File: src/rtl/nvs_pkg.sv
package nvs_pkg;
  typedef enum logic [2:0] {
    ST_OFF      = 3'd0,
    ST_CLR      = 3'd1,
    ST_LOAD     = 3'd2,
    ST_IDLE     = 3'd3,
    ST_PIN_WAIT = 3'd4,
    ST_SAVE     = 3'd5,
    ST_PIN_HOLD = 3'd6
  } nvs_state_e;
endpackage

File: src/rtl/nvs_rst_sync.sv
module nvs_rst_sync #(
  parameter int STAGES = 2
) (
  input  logic clk,
  input  logic rst_n,
  output logic rst_sync_n
);
  logic [STAGES-1:0] sh_q;

  always_ff @(posedge clk or negedge rst_n) begin
    if (!rst_n) sh_q <= '0;
    else        sh_q <= {sh_q[STAGES-2:0], 1'b1};
  end

  assign rst_sync_n = sh_q[STAGES-1];
endmodule

File: src/rtl/nvs_step_timer.sv
module nvs_step_timer #(
  parameter int CNT_W = 5
) (
  input  logic             clk,
  input  logic             rst_n,
  input  logic             restart_i,
  output logic [CNT_W-1:0] cnt_o
);
  logic [CNT_W-1:0] cnt_q;
  logic [CNT_W-1:0] cnt_d;
  logic             cnt_en;

  // counts up from zero after each state change, saturating at all ones
  always_comb begin
    cnt_en = restart_i || (cnt_q != '1);
    cnt_d  = restart_i ? '0 : cnt_q + 1'b1;
  end

  always_ff @(posedge clk or negedge rst_n) begin
    if (!rst_n)      cnt_q <= '0;
    else if (cnt_en) cnt_q <= cnt_d;
  end

  assign cnt_o = cnt_q;
endmodule

File: src/rtl/nvs_flags.sv
module nvs_flags (
  input  logic clk,
  input  logic rst_n,
  input  logic acc_ok_i,
  input  logic mem_wr_i,
  input  logic cmd_auto_off_i,
  input  logic cmd_auto_on_i,
  input  logic save_done_i,
  input  logic load_done_i,
  input  logic bk_auto_i,
  output logic dirty_o,
  output logic auto_en_o
);
  logic dirty_q, dirty_d, dirty_en;
  logic auto_q, auto_d, auto_en;

  always_comb begin
    dirty_en = save_done_i || load_done_i || (acc_ok_i && mem_wr_i);
    dirty_d  = !(save_done_i || load_done_i);
  end

  always_comb begin
    auto_en = load_done_i || (acc_ok_i && (cmd_auto_off_i || cmd_auto_on_i));
    if (load_done_i)         auto_d = bk_auto_i;
    else if (cmd_auto_off_i) auto_d = 1'b0;
    else                     auto_d = 1'b1;
  end

  always_ff @(posedge clk or negedge rst_n) begin
    if (!rst_n) begin
      dirty_q <= 1'b0;
      auto_q  <= 1'b1;
    end else begin
      if (dirty_en) dirty_q <= dirty_d;
      if (auto_en)  auto_q  <= auto_d;
    end
  end

  assign dirty_o   = dirty_q;
  assign auto_en_o = auto_q;
endmodule

File: src/rtl/nvs_ctrl.sv
module nvs_ctrl import nvs_pkg::*; #(
  parameter int CLR_CYC = 16,
  parameter int DLY_CYC = 32,
  parameter int CNT_W   = 6
) (
  input  logic             clk,
  input  logic             rst_n,
  input  logic             pwr_ok_i,
  input  logic             pin_in_i,
  input  logic             cmd_save_i,
  input  logic             cmd_restore_i,
  input  logic             bk_done_i,
  input  logic             dirty_i,
  input  logic             auto_en_i,
  input  logic [CNT_W-1:0] cnt_i,
  output nvs_state_e       state_o,
  output logic             restart_o,
  output logic             start_o,
  output logic             pu_o
);
  localparam logic [CNT_W-1:0] CLR_LAST = CNT_W'(CLR_CYC - 1);
  localparam logic [CNT_W-1:0] DLY_LAST = CNT_W'(DLY_CYC - 1);

  nvs_state_e state_q, state_d, pwr_exit;
  logic       start_q, start_d;
  logic       pu_q, pu_d;

  always_comb begin
    pwr_exit = (auto_en_i && dirty_i) ? ST_SAVE : ST_OFF;
    state_d  = state_q;
    case (state_q)
      ST_OFF:      if (pwr_ok_i) state_d = ST_CLR;
      ST_CLR:      if (cnt_i == CLR_LAST) state_d = ST_LOAD;
      ST_LOAD:     if (bk_done_i) state_d = ST_IDLE;
      ST_IDLE: begin
        if (!pwr_ok_i)          state_d = pwr_exit;
        else if (!pin_in_i)     state_d = ST_PIN_WAIT;
        else if (cmd_save_i)    state_d = ST_SAVE;
        else if (cmd_restore_i) state_d = ST_CLR;
      end
      ST_PIN_WAIT: begin
        if (!pwr_ok_i)               state_d = pwr_exit;
        else if (cnt_i == DLY_LAST)  state_d = dirty_i ? ST_SAVE : ST_PIN_HOLD;
      end
      ST_SAVE:     if (bk_done_i) state_d = pwr_ok_i ? ST_PIN_HOLD : ST_OFF;
      ST_PIN_HOLD: begin
        if (!pwr_ok_i)     state_d = pwr_exit;
        else if (pin_in_i) state_d = ST_IDLE;
      end
      default:     state_d = ST_OFF;
    endcase
  end

  always_comb begin
    restart_o = (state_d != state_q);
    start_d   = restart_o && ((state_d == ST_LOAD) || (state_d == ST_SAVE));
    if (state_q == ST_OFF && state_d == ST_CLR)       pu_d = 1'b1;
    else if (state_q == ST_IDLE && state_d == ST_CLR) pu_d = 1'b0;
    else                                              pu_d = pu_q;
  end

  always_ff @(posedge clk or negedge rst_n) begin
    if (!rst_n) begin
      state_q <= ST_OFF;
      start_q <= 1'b0;
      pu_q    <= 1'b0;
    end else begin
      state_q <= state_d;
      start_q <= start_d;
      pu_q    <= pu_d;
    end
  end

  assign state_o = state_q;
  assign start_o = start_q;
  assign pu_o    = pu_q;
endmodule

File: src/rtl/nvs_seq.sv
module nvs_seq import nvs_pkg::*; #(
  parameter int CLR_CYC = 16,
  parameter int DLY_CYC = 32
) (
  input  logic clk,
  input  logic rst_n,
  input  logic pwr_ok_i,
  input  logic cmd_save_i,
  input  logic cmd_restore_i,
  input  logic cmd_auto_off_i,
  input  logic cmd_auto_on_i,
  input  logic mem_wr_i,
  input  logic pin_in_i,
  input  logic bk_done_i,
  input  logic bk_auto_i,
  output logic ready_o,
  output logic mem_en_o,
  output logic pin_pull_o,
  output logic bk_start_o,
  output logic bk_op_o,
  output logic sram_clr_o,
  output logic bk_auto_o
);
  localparam int MAX_CYC = (CLR_CYC > DLY_CYC) ? CLR_CYC : DLY_CYC;
  localparam int CNT_W   = $clog2(MAX_CYC + 1);

  logic             rst_s_n;
  logic             restart, start, pu;
  logic             dirty, auto_en;
  logic             save_done, load_done;
  logic [CNT_W-1:0] cnt;
  nvs_state_e       state;

  nvs_rst_sync #(.STAGES(2)) u_rst (
    .clk(clk), .rst_n(rst_n), .rst_sync_n(rst_s_n)
  );

  nvs_step_timer #(.CNT_W(CNT_W)) u_tmr (
    .clk(clk), .rst_n(rst_s_n), .restart_i(restart), .cnt_o(cnt)
  );

  nvs_ctrl #(.CLR_CYC(CLR_CYC), .DLY_CYC(DLY_CYC), .CNT_W(CNT_W)) u_ctrl (
    .clk(clk), .rst_n(rst_s_n), .pwr_ok_i(pwr_ok_i), .pin_in_i(pin_in_i),
    .cmd_save_i(cmd_save_i), .cmd_restore_i(cmd_restore_i),
    .bk_done_i(bk_done_i), .dirty_i(dirty), .auto_en_i(auto_en),
    .cnt_i(cnt), .state_o(state), .restart_o(restart), .start_o(start),
    .pu_o(pu)
  );

  always_comb begin
    save_done = (state == ST_SAVE) && bk_done_i;
    load_done = (state == ST_LOAD) && bk_done_i;
  end

  nvs_flags u_flags (
    .clk(clk), .rst_n(rst_s_n), .acc_ok_i(mem_en_o), .mem_wr_i(mem_wr_i),
    .cmd_auto_off_i(cmd_auto_off_i), .cmd_auto_on_i(cmd_auto_on_i),
    .save_done_i(save_done), .load_done_i(load_done), .bk_auto_i(bk_auto_i),
    .dirty_o(dirty), .auto_en_o(auto_en)
  );

  always_comb begin
    ready_o    = (state == ST_IDLE);
    mem_en_o   = ready_o && pwr_ok_i && pin_in_i;
    pin_pull_o = (state == ST_SAVE) ||
                 (((state == ST_CLR) || (state == ST_LOAD)) && pu);
    bk_start_o = start;
    bk_op_o    = (state == ST_LOAD);
    sram_clr_o = (state == ST_CLR);
    bk_auto_o  = auto_en;
  end
endmodule

File: config.mk
export PLATFORM = sky130hd
export DESIGN_NAME = nvs_seq
export DESIGN_NICKNAME = d
export VERILOG_FILES = /design/src/rtl/nvs_pkg.sv /design/src/rtl/nvs_rst_sync.sv /design/src/rtl/nvs_step_timer.sv /design/src/rtl/nvs_flags.sv /design/src/rtl/nvs_ctrl.sv /design/src/rtl/nvs_seq.sv
export SDC_FILE = /design/constraint.sdc
export NUM_CORES = 1
export LEC_CHECK = 0
export ABC_AREA = 1
export BUFFER_PORTS_ARGS = -buffer_cell sky130_fd_sc_hd__buf_2
export CAP_MARGIN = 10
export CORE_MARGIN = 2
export CORE_UTILIZATION = 40
export CTS_CLUSTER_DIAMETER = 150
export DETAILED_ROUTE_END_ITERATION = 8
export PLACE_DENSITY_LB_ADDON = 0.1
export SLEW_MARGIN = 20
export SYNTH_ARGS = -nofsm -noshare
export SYNTH_HDL_FRONTEND = slang
export SYNTH_SLANG_ARGS = --single-unit
export TNS_END_PERCENT = 100
File: constraint.sdc
create_clock -name clk -period 1.17 [get_ports clk]
set_input_delay 0.1755 -clock clk [delete_from_list [all_inputs] [get_ports clk]]
set_output_delay 0.1755 -clock clk [all_outputs]
set_load 0.005 [all_outputs]
Word level (Yosys, flattened, before mapping)
Index checks and enable logic that the tools add are counted.
{ "classes": {"addsub": 1, "mul": 0, "div": 0, "n_lt_le_gt_ge": 0, "eq_ne": 13, "n_shift": 0, "mux": 21, "n_bitwise": 0, "n_reduce_logical": 22} }
{ "op_table": {"columns": ["op", "n"], "rows": [
  ["$mux W3", 14],
  ["$pmux W3 S7", 1],
  ["$eq A3 B3 Y1 const B", 4],
  ["$logic_and A1 B1 Y1", 11],
  ["$eq A3 B2 Y1 const B", 3],
  ["$logic_or A1 B1 Y1", 8],
  ["$add A6 B1 Y6 const B", 1],
  ["$eq A3 B1 Y1 const B", 2],
  ["$eq A6 B4 Y1 const B", 1],
  ["$eq A6 B5 Y1 const B", 1],
  ["$mux W6", 1],
  ["$ne A6 B6 Y1 const B", 1],
  ["$mux W1", 4],
  ["$logic_not A3 Y1", 1],
  ["$ne A3 B3 Y1", 1],
  ["$mux W2", 1],
  ["$reduce_bool A2 Y1", 1],
  ["$logic_not A1 Y1", 1]
]} }
{ "totals": {"reg_bits": 15, "latchBits": 0, "mem_bits_rw": 0, "rom_bits": 0, "out_inout_bits": 7, "word_cells": 64, "n_memories": 0} }

Depth between registers and ports, before layout
{ "logic_depth": {"ltp_word": 9, "ltp_mapped": 12, "mapped_depth_nobuf": 12} }

Modules after synthesis
Synthesis repeated with hierarchy kept, for this count alone.
{ "hier_totals": {"hier_cells": 177, "hier_area_um2": 1169.9} }
{ "by_module_without_submodules": {"columns": ["mod", "instances", "cells_per_inst", "area_per_inst_um2"], "rows": [
  ["nvs_ctrl", 1, 97, 590.6],
  ["nvs_step_timer", 1, 44, 352.8],
  ["nvs_flags", 1, 15, 101.3],
  ["nvs_seq", 1, 18, 71.3],
  ["nvs_rst_sync", 1, 3, 53.8]
]} }

Least setup slack after synthesis
No wires, ideal clock.
{ "synth_path": {"kind": "register -> register", "from": "reg u_tmr.cnt_q[0], in the netlist u_tmr.cnt_o[0]", "to": "reg u_tmr.cnt_q[5], in the netlist u_tmr.cnt_o[5]", "setup_ns": 0.122, "t_arrival_ns": 1.375, "setup_slack_ns": -0.327, "stages_incl_launch_ff": 11, "path_buffers": 0, "synth_period_minus_slack_ns": 1.497, "cell_sequence": "dfrtp_1 -> ha_1 -> nand3_2 -> nor2_2 -> nor2_1 -> nor2_4 -> nand3_4 -> nand2_2 -> nand2_2 -> nand3_4 -> nor2_2"} }
{ "synth_between": {"elab_chain_len": 6, "elab_cells_between_ends": 11, "cone_classes": "1 x add/sub; 4 x eq/ne; 5 x mux; 1 x reduce/logical"} }
{ "synth_rtl": {"columns": ["item", "line", "source"], "rows": [
  ["start, declared", "nvs_step_timer.sv:9", "logic [CNT_W-1:0] cnt_q;"],
  ["start signal, assigned", "nvs_step_timer.sv:21", "else if (cnt_en) cnt_q <= cnt_d;"],
  ["$eq A6 B5 Y1", "nvs_ctrl.sv:43", "else if (cnt_i == DLY_LAST) state_d = dirty_i ? ST_SAVE : ST_PIN_HOLD;"],
  ["$mux W3", "nvs_ctrl.sv:43", null],
  ["$mux W3", "nvs_ctrl.sv:42", "if (!pwr_ok_i) state_d = pwr_exit;"],
  ["$pmux W3 S7 *", "nvs_ctrl.sv:31", "case (state_q)"],
  ["named net u_ctrl.state_d[0]", "nvs_ctrl.sv:24", "nvs_state_e state_q, state_d, pwr_exit;"],
  ["$ne A3 B3 Y1 *", "nvs_ctrl.sv:55", "restart_o = (state_d != state_q);"],
  ["$mux W6 / $logic_or A1 B1 Y1 (equally long branches)", "nvs_step_timer.sv:16, nvs_step_timer.sv:15", null]
]} }
Mark *: on every way through the listed nets, which the timed path passes. The rest lies on a longest branch.
A chain may end at the register's enable or synchronous reset.

Worst setup path after layout
{ "layout_path": {"from": "reg u_ctrl.state_q[0], in the netlist u_ctrl.state_o[0]", "to": "out pin_pull_o"} }
{ "layout_between": {"elab_chain_len": 4, "elab_cells_between_ends": 6, "cone_classes": "3 x eq/ne; 3 x reduce/logical"} }
{ "layout_rtl": {"columns": ["item", "line", "source"], "rows": [
  ["start, declared", "nvs_ctrl.sv:24", null],
  ["start signal, assigned", "nvs_ctrl.sv:68", "state_q <= state_d;"],
  ["$eq A3 B1 Y1 / $eq A3 B2 Y1 (equally long branches)", "nvs_seq.sv:66", "(((state == ST_CLR) || (state == ST_LOAD)) && pu);"],
  ["$logic_or A1 B1 Y1", "nvs_seq.sv:66", null],
  ["$logic_and A1 B1 Y1", "nvs_seq.sv:66", null],
  ["$logic_or A1 B1 Y1 *", "nvs_seq.sv:65", "pin_pull_o = (state == ST_SAVE) ||"],
  ["end, declared", "nvs_seq.sv:18", "output logic pin_pull_o,"]
]} }
Every way passes the cells marked *; elsewhere a longest branch is shown, timed or not.

==> results.md <==
* Outcome: complete, but fails checks
* Violations in the final reports: setup timing
* Drt wl/cell at 12.4 µm
* HPWL after DPL at 2290 µm
* Maximum fanout along the worst path at 6
* Pin slew with the least headroom to its limit at about 0.54 ns
* Top cell type by total area after synthesis: sky130_fd_sc_hd__dfrtp_1
* Count of endpoints failing hold in the final timing report at 0
* Initial standard-cell utilization of the core at 0.419
* Final standard cell area without fillers at around 0.0019 mm²
* Most frequent cell after synthesis: sky130_fd_sc_hd__nand2_1
* Setup crit end kind: primary output
* Drt via density at 4.93
* Leakage power at 0.913 nW
* Synthesized instance count at 162
* Clock tree from TritonCTS: built
* Count of pins over their slew limit at 0
* Number of warnings reported in the yosys synthesis log at 0
* DRC violation total after the first TritonRoute iteration at 42
* Worst setup path class: flip-flop to primary output
* WP data required at between 0.9 and 1 ns
* Total via count in the routed design at 1283
* Clk Latency, worst-skew pair at 0.29 ns
* ANT cells at 0
* Synthesized area divided by synthesized cell count at 7.14 µm²
* Leading cell types by total area after synthesis: sky130_fd_sc_hd__dfrtp_1 (30%), sky130_fd_sc_hd__nand2_1 (11%), sky130_fd_sc_hd__nor2_1 (6.5%), sky130_fd_sc_hd__nor2_2 (6.5%), sky130_fd_sc_hd__inv_1 (5.8%)
* Number of synthesized flops with an enable pin at 0
* Count of different cell masters after synthesis at 30
* Total routing resource utilization after global routing at 0.215
* Deepest clock path buffer count at 2
* Number of iterations in the first detailed-routing pass at 4
* IO buf count at 17
* Boundary Pins at 18
* Area after detailed placement at 0.00152 mm²
* Number of nets still failing antenna checks after routing at 0
* Kind of start point of the critical path: flip-flop
* Horizontal extent of the die at ~58 µm
* Slew HR at 0.642
* Pint at between 1.5 and 2 mW
* Largest net degree at the start of global routing at 14
* Worst clock skew at 0.00972 ns
* Final critical-path share of the clock period at 1.35
* Share of final-layout standard cells stronger than drive strength 1 at 0.568
* Number of flip-flops and latches in the synthesized netlist at 15
* Post-layout minimum cycle time at 1.57 ns
* Antenna violations before repair at 0
* P_sw at ~1.2 mW
* Leftover overflow at the end of global routing at 0
* Maximum clock rate at 635 MHz
* Arrival time of the worst setup path at 1.40 ns
* Routability-driven placement congestion ratio at 0.832
* Register clock-pin slew on the reported worst setup and hold paths at 0.09 ns
* Clock H-tree levels at 1
* Proportion of power drawn by flip-flops and latches at 0.292
* Portion of synthesized cell area occupied by the leading cell type at 0.303
* Die area at ~0.0033 mm²
* Most numerous cell types in the synthesized netlist: sky130_fd_sc_hd__nand2_1 (34), sky130_fd_sc_hd__nor2_1 (20), sky130_fd_sc_hd__inv_1 (18)
* Via count of the first global-routing pass at 1247
* Number of buffers created by CTS at 3
* Die height at 57.8 µm
* Floorplan core area at 0.00276 mm²
* Comb power frac at 0.601
* Post-synth top flop: sky130_fd_sc_hd__dfrtp_1
* Unrepaired setup endpoints after global routing: true
* Post-Place Setup Slack at -0.496 ns
* Total power per unit cell area at 1510 mW/mm²
* Net count, final at 242
* Clock power share at 0.107
* Number of max-cap violations at 0
* Clock net sink count at 15
* Final setup violation count at 19
* Filler cell count at 230
* Worst vdd rail ir drop at 0.00150 V
* P&R area growth vs syn at 61.5%
* DRC violations left at 0
* Wire length of the first global-routing pass at 5410 µm
* Row count at 19
* Post-synth design cell area at 0.00116 mm²
* Net switching share of the total power at 0.408
* Worst setup margin at -0.405 ns
* Sequential share of the synthesized area at 0.326
* Worst hold path type: input port to flip-flop
* Number of nets produced by synthesis at 174
* Sum of routed wire length over all layers at 3230 µm
* Fraction of registers with async set or reset after synthesis at 1.00
* Clk root buf: sky130_fd_sc_hd__clkbuf_4
[stage by stage]
step / cells / utilization / hold WS [ns] / setup TNS [ns] / total power, mW
6_report: 260 / 0.677 / 0.0933 / -5.63 / 2.82
4_1_cts: 260 / 0.660 / 0.0867 / -5.38 / 2.79
3_3_place_gp: 237 / 0.551 / -0.0401 / -5.39 / 2.09
3_5_place_dp: 237 / 0.551 / -0.0377 / -5.40 / 2.13
2_1_floorplan: 162 / - / -0.120 / -2.10 / 1.67
5_1_grt: 260 / 0.677 / 0.104 / -7.24 / 3.03
[cells by family after synthesis]
logic type                 after synthesis  synth area share
xor gates and xnor gates                 1           0.00758
buffers and inverters                   27             0.104
AOI/OAI and AO/OA                       15            0.0790
other                                    1           0.00324
adders and majority gates                1            0.0108
muxes                                    1           0.00866
DFF                                     15             0.326
and+or+nand+nor                        101             0.461
[critical path, cell delays in order (launching register included)]
cell and delay (ns):
sky130_fd_sc_hd__dfrtp_2 0.43, sky130_fd_sc_hd__buf_6 0.15, sky130_fd_sc_hd__nand2_4 0.07, sky130_fd_sc_hd__nor2_2 0.04, sky130_fd_sc_hd__buf_4 0.13, sky130_fd_sc_hd__o21ai_2 0.11, sky130_fd_sc_hd__nand2_1 0.05, sky130_fd_sc_hd__buf_2 0.12
[per-layer routing]
metal / track usage / wire, µm
met4: 0.120 / 96
met5: 0 / 0
met2: 0.369 / 1700
met1: 0.253 / 1330
met3: 0.0357 / 103
[path summary, 6_finish.rpt]
path / start / end / slack, ns / cells after the start
min: bk_auto_i / u_flags.auto_en_o$_DFFE_PN1P_ / 0.09 / 2
min in group asynchronous: rst_n / u_rst.sh_q[1]$_DFF_PN0_ / 0.19 / 2
min reg2reg: u_rst.sh_q[1]$_DFF_PN0_ / u_ctrl.state_o[2]$_DFF_PN0_ / 0.21 / 0
max reg2reg: u_ctrl.state_o[0]$_DFF_PN0_ / u_tmr.cnt_o[1]$_DFFE_PN0P_ / -0.40 / 11
max: u_ctrl.state_o[0]$_DFF_PN0_ / pin_pull_o / -0.40 / 7
max in group asynchronous: u_rst.sh_q[1]$_DFF_PN0_ / u_ctrl.state_o[0]$_DFF_PN0_ / 0.57 / 0
[final cells by class]
type / count / area (µm²) / area share
clock buffers: 4 / 26.3 / 0.0141
inverters: 24 / 92.6 / 0.0496
repair buffers: 66 / 499 / 0.267
multi-input cells: 120 / 831 / 0.445
flip-flops and latches: 15 / 379 / 0.203
well taps: 31 / 38.8 / 0.0208
[power groups by stage]
stage	Sequential [mW]	Combinational, mW	Clock [mW]
after global routing	0.849	1.85	0.333
after floorplan	0.825	0.843	0
after detailed placement	0.847	1.28	0
after CTS	0.820	1.66	0.318
final	0.823	1.70	0.302
after global placement	0.841	1.25	0
[cells in the final DEF (no fill, tap or decap), types with 2 or more instances in the layout]
cell                       instances
sky130_fd_sc_hd__inv_2             9
sky130_fd_sc_hd__inv_1            13
sky130_fd_sc_hd__nand2_1          28
sky130_fd_sc_hd__nand3_4           5
sky130_fd_sc_hd__nor2_4            9
sky130_fd_sc_hd__nor2_1           16
sky130_fd_sc_hd__buf_6            11
sky130_fd_sc_hd__nand2_2           8
sky130_fd_sc_hd__o21ai_0           3
sky130_fd_sc_hd__dfrtp_2           2
sky130_fd_sc_hd__nand4_1           7
sky130_fd_sc_hd__dfrtp_1          12
sky130_fd_sc_hd__nand3_2           9
sky130_fd_sc_hd__buf_2            16
sky130_fd_sc_hd__clkbuf_4          3
sky130_fd_sc_hd__nand2_4           2
sky130_fd_sc_hd__buf_4            38
sky130_fd_sc_hd__nor2_2            8
sky130_fd_sc_hd__nand3_1           7
sky130_fd_sc_hd__o21ai_1           4
[state kept, by name, indices dropped and copies added, names as in the netlist]
register and flops:
u_ctrl.start_o 1, u_tmr.cnt_o 6, u_rst.sh_q 2, u_ctrl.pu_o 1, u_ctrl.state_o 3, u_flags.dirty_o 1, u_flags.auto_en_o 1
[repair_timing]
action	CTS	global route
hold buffers	1	0
setup endpoints to repair	19	19
hold endpoints to repair	2	0
gates resized for setup	39	13
pin swaps	18	7
setup buffers	18	1
Note: power is estimated with default switching activity, not from simulation.
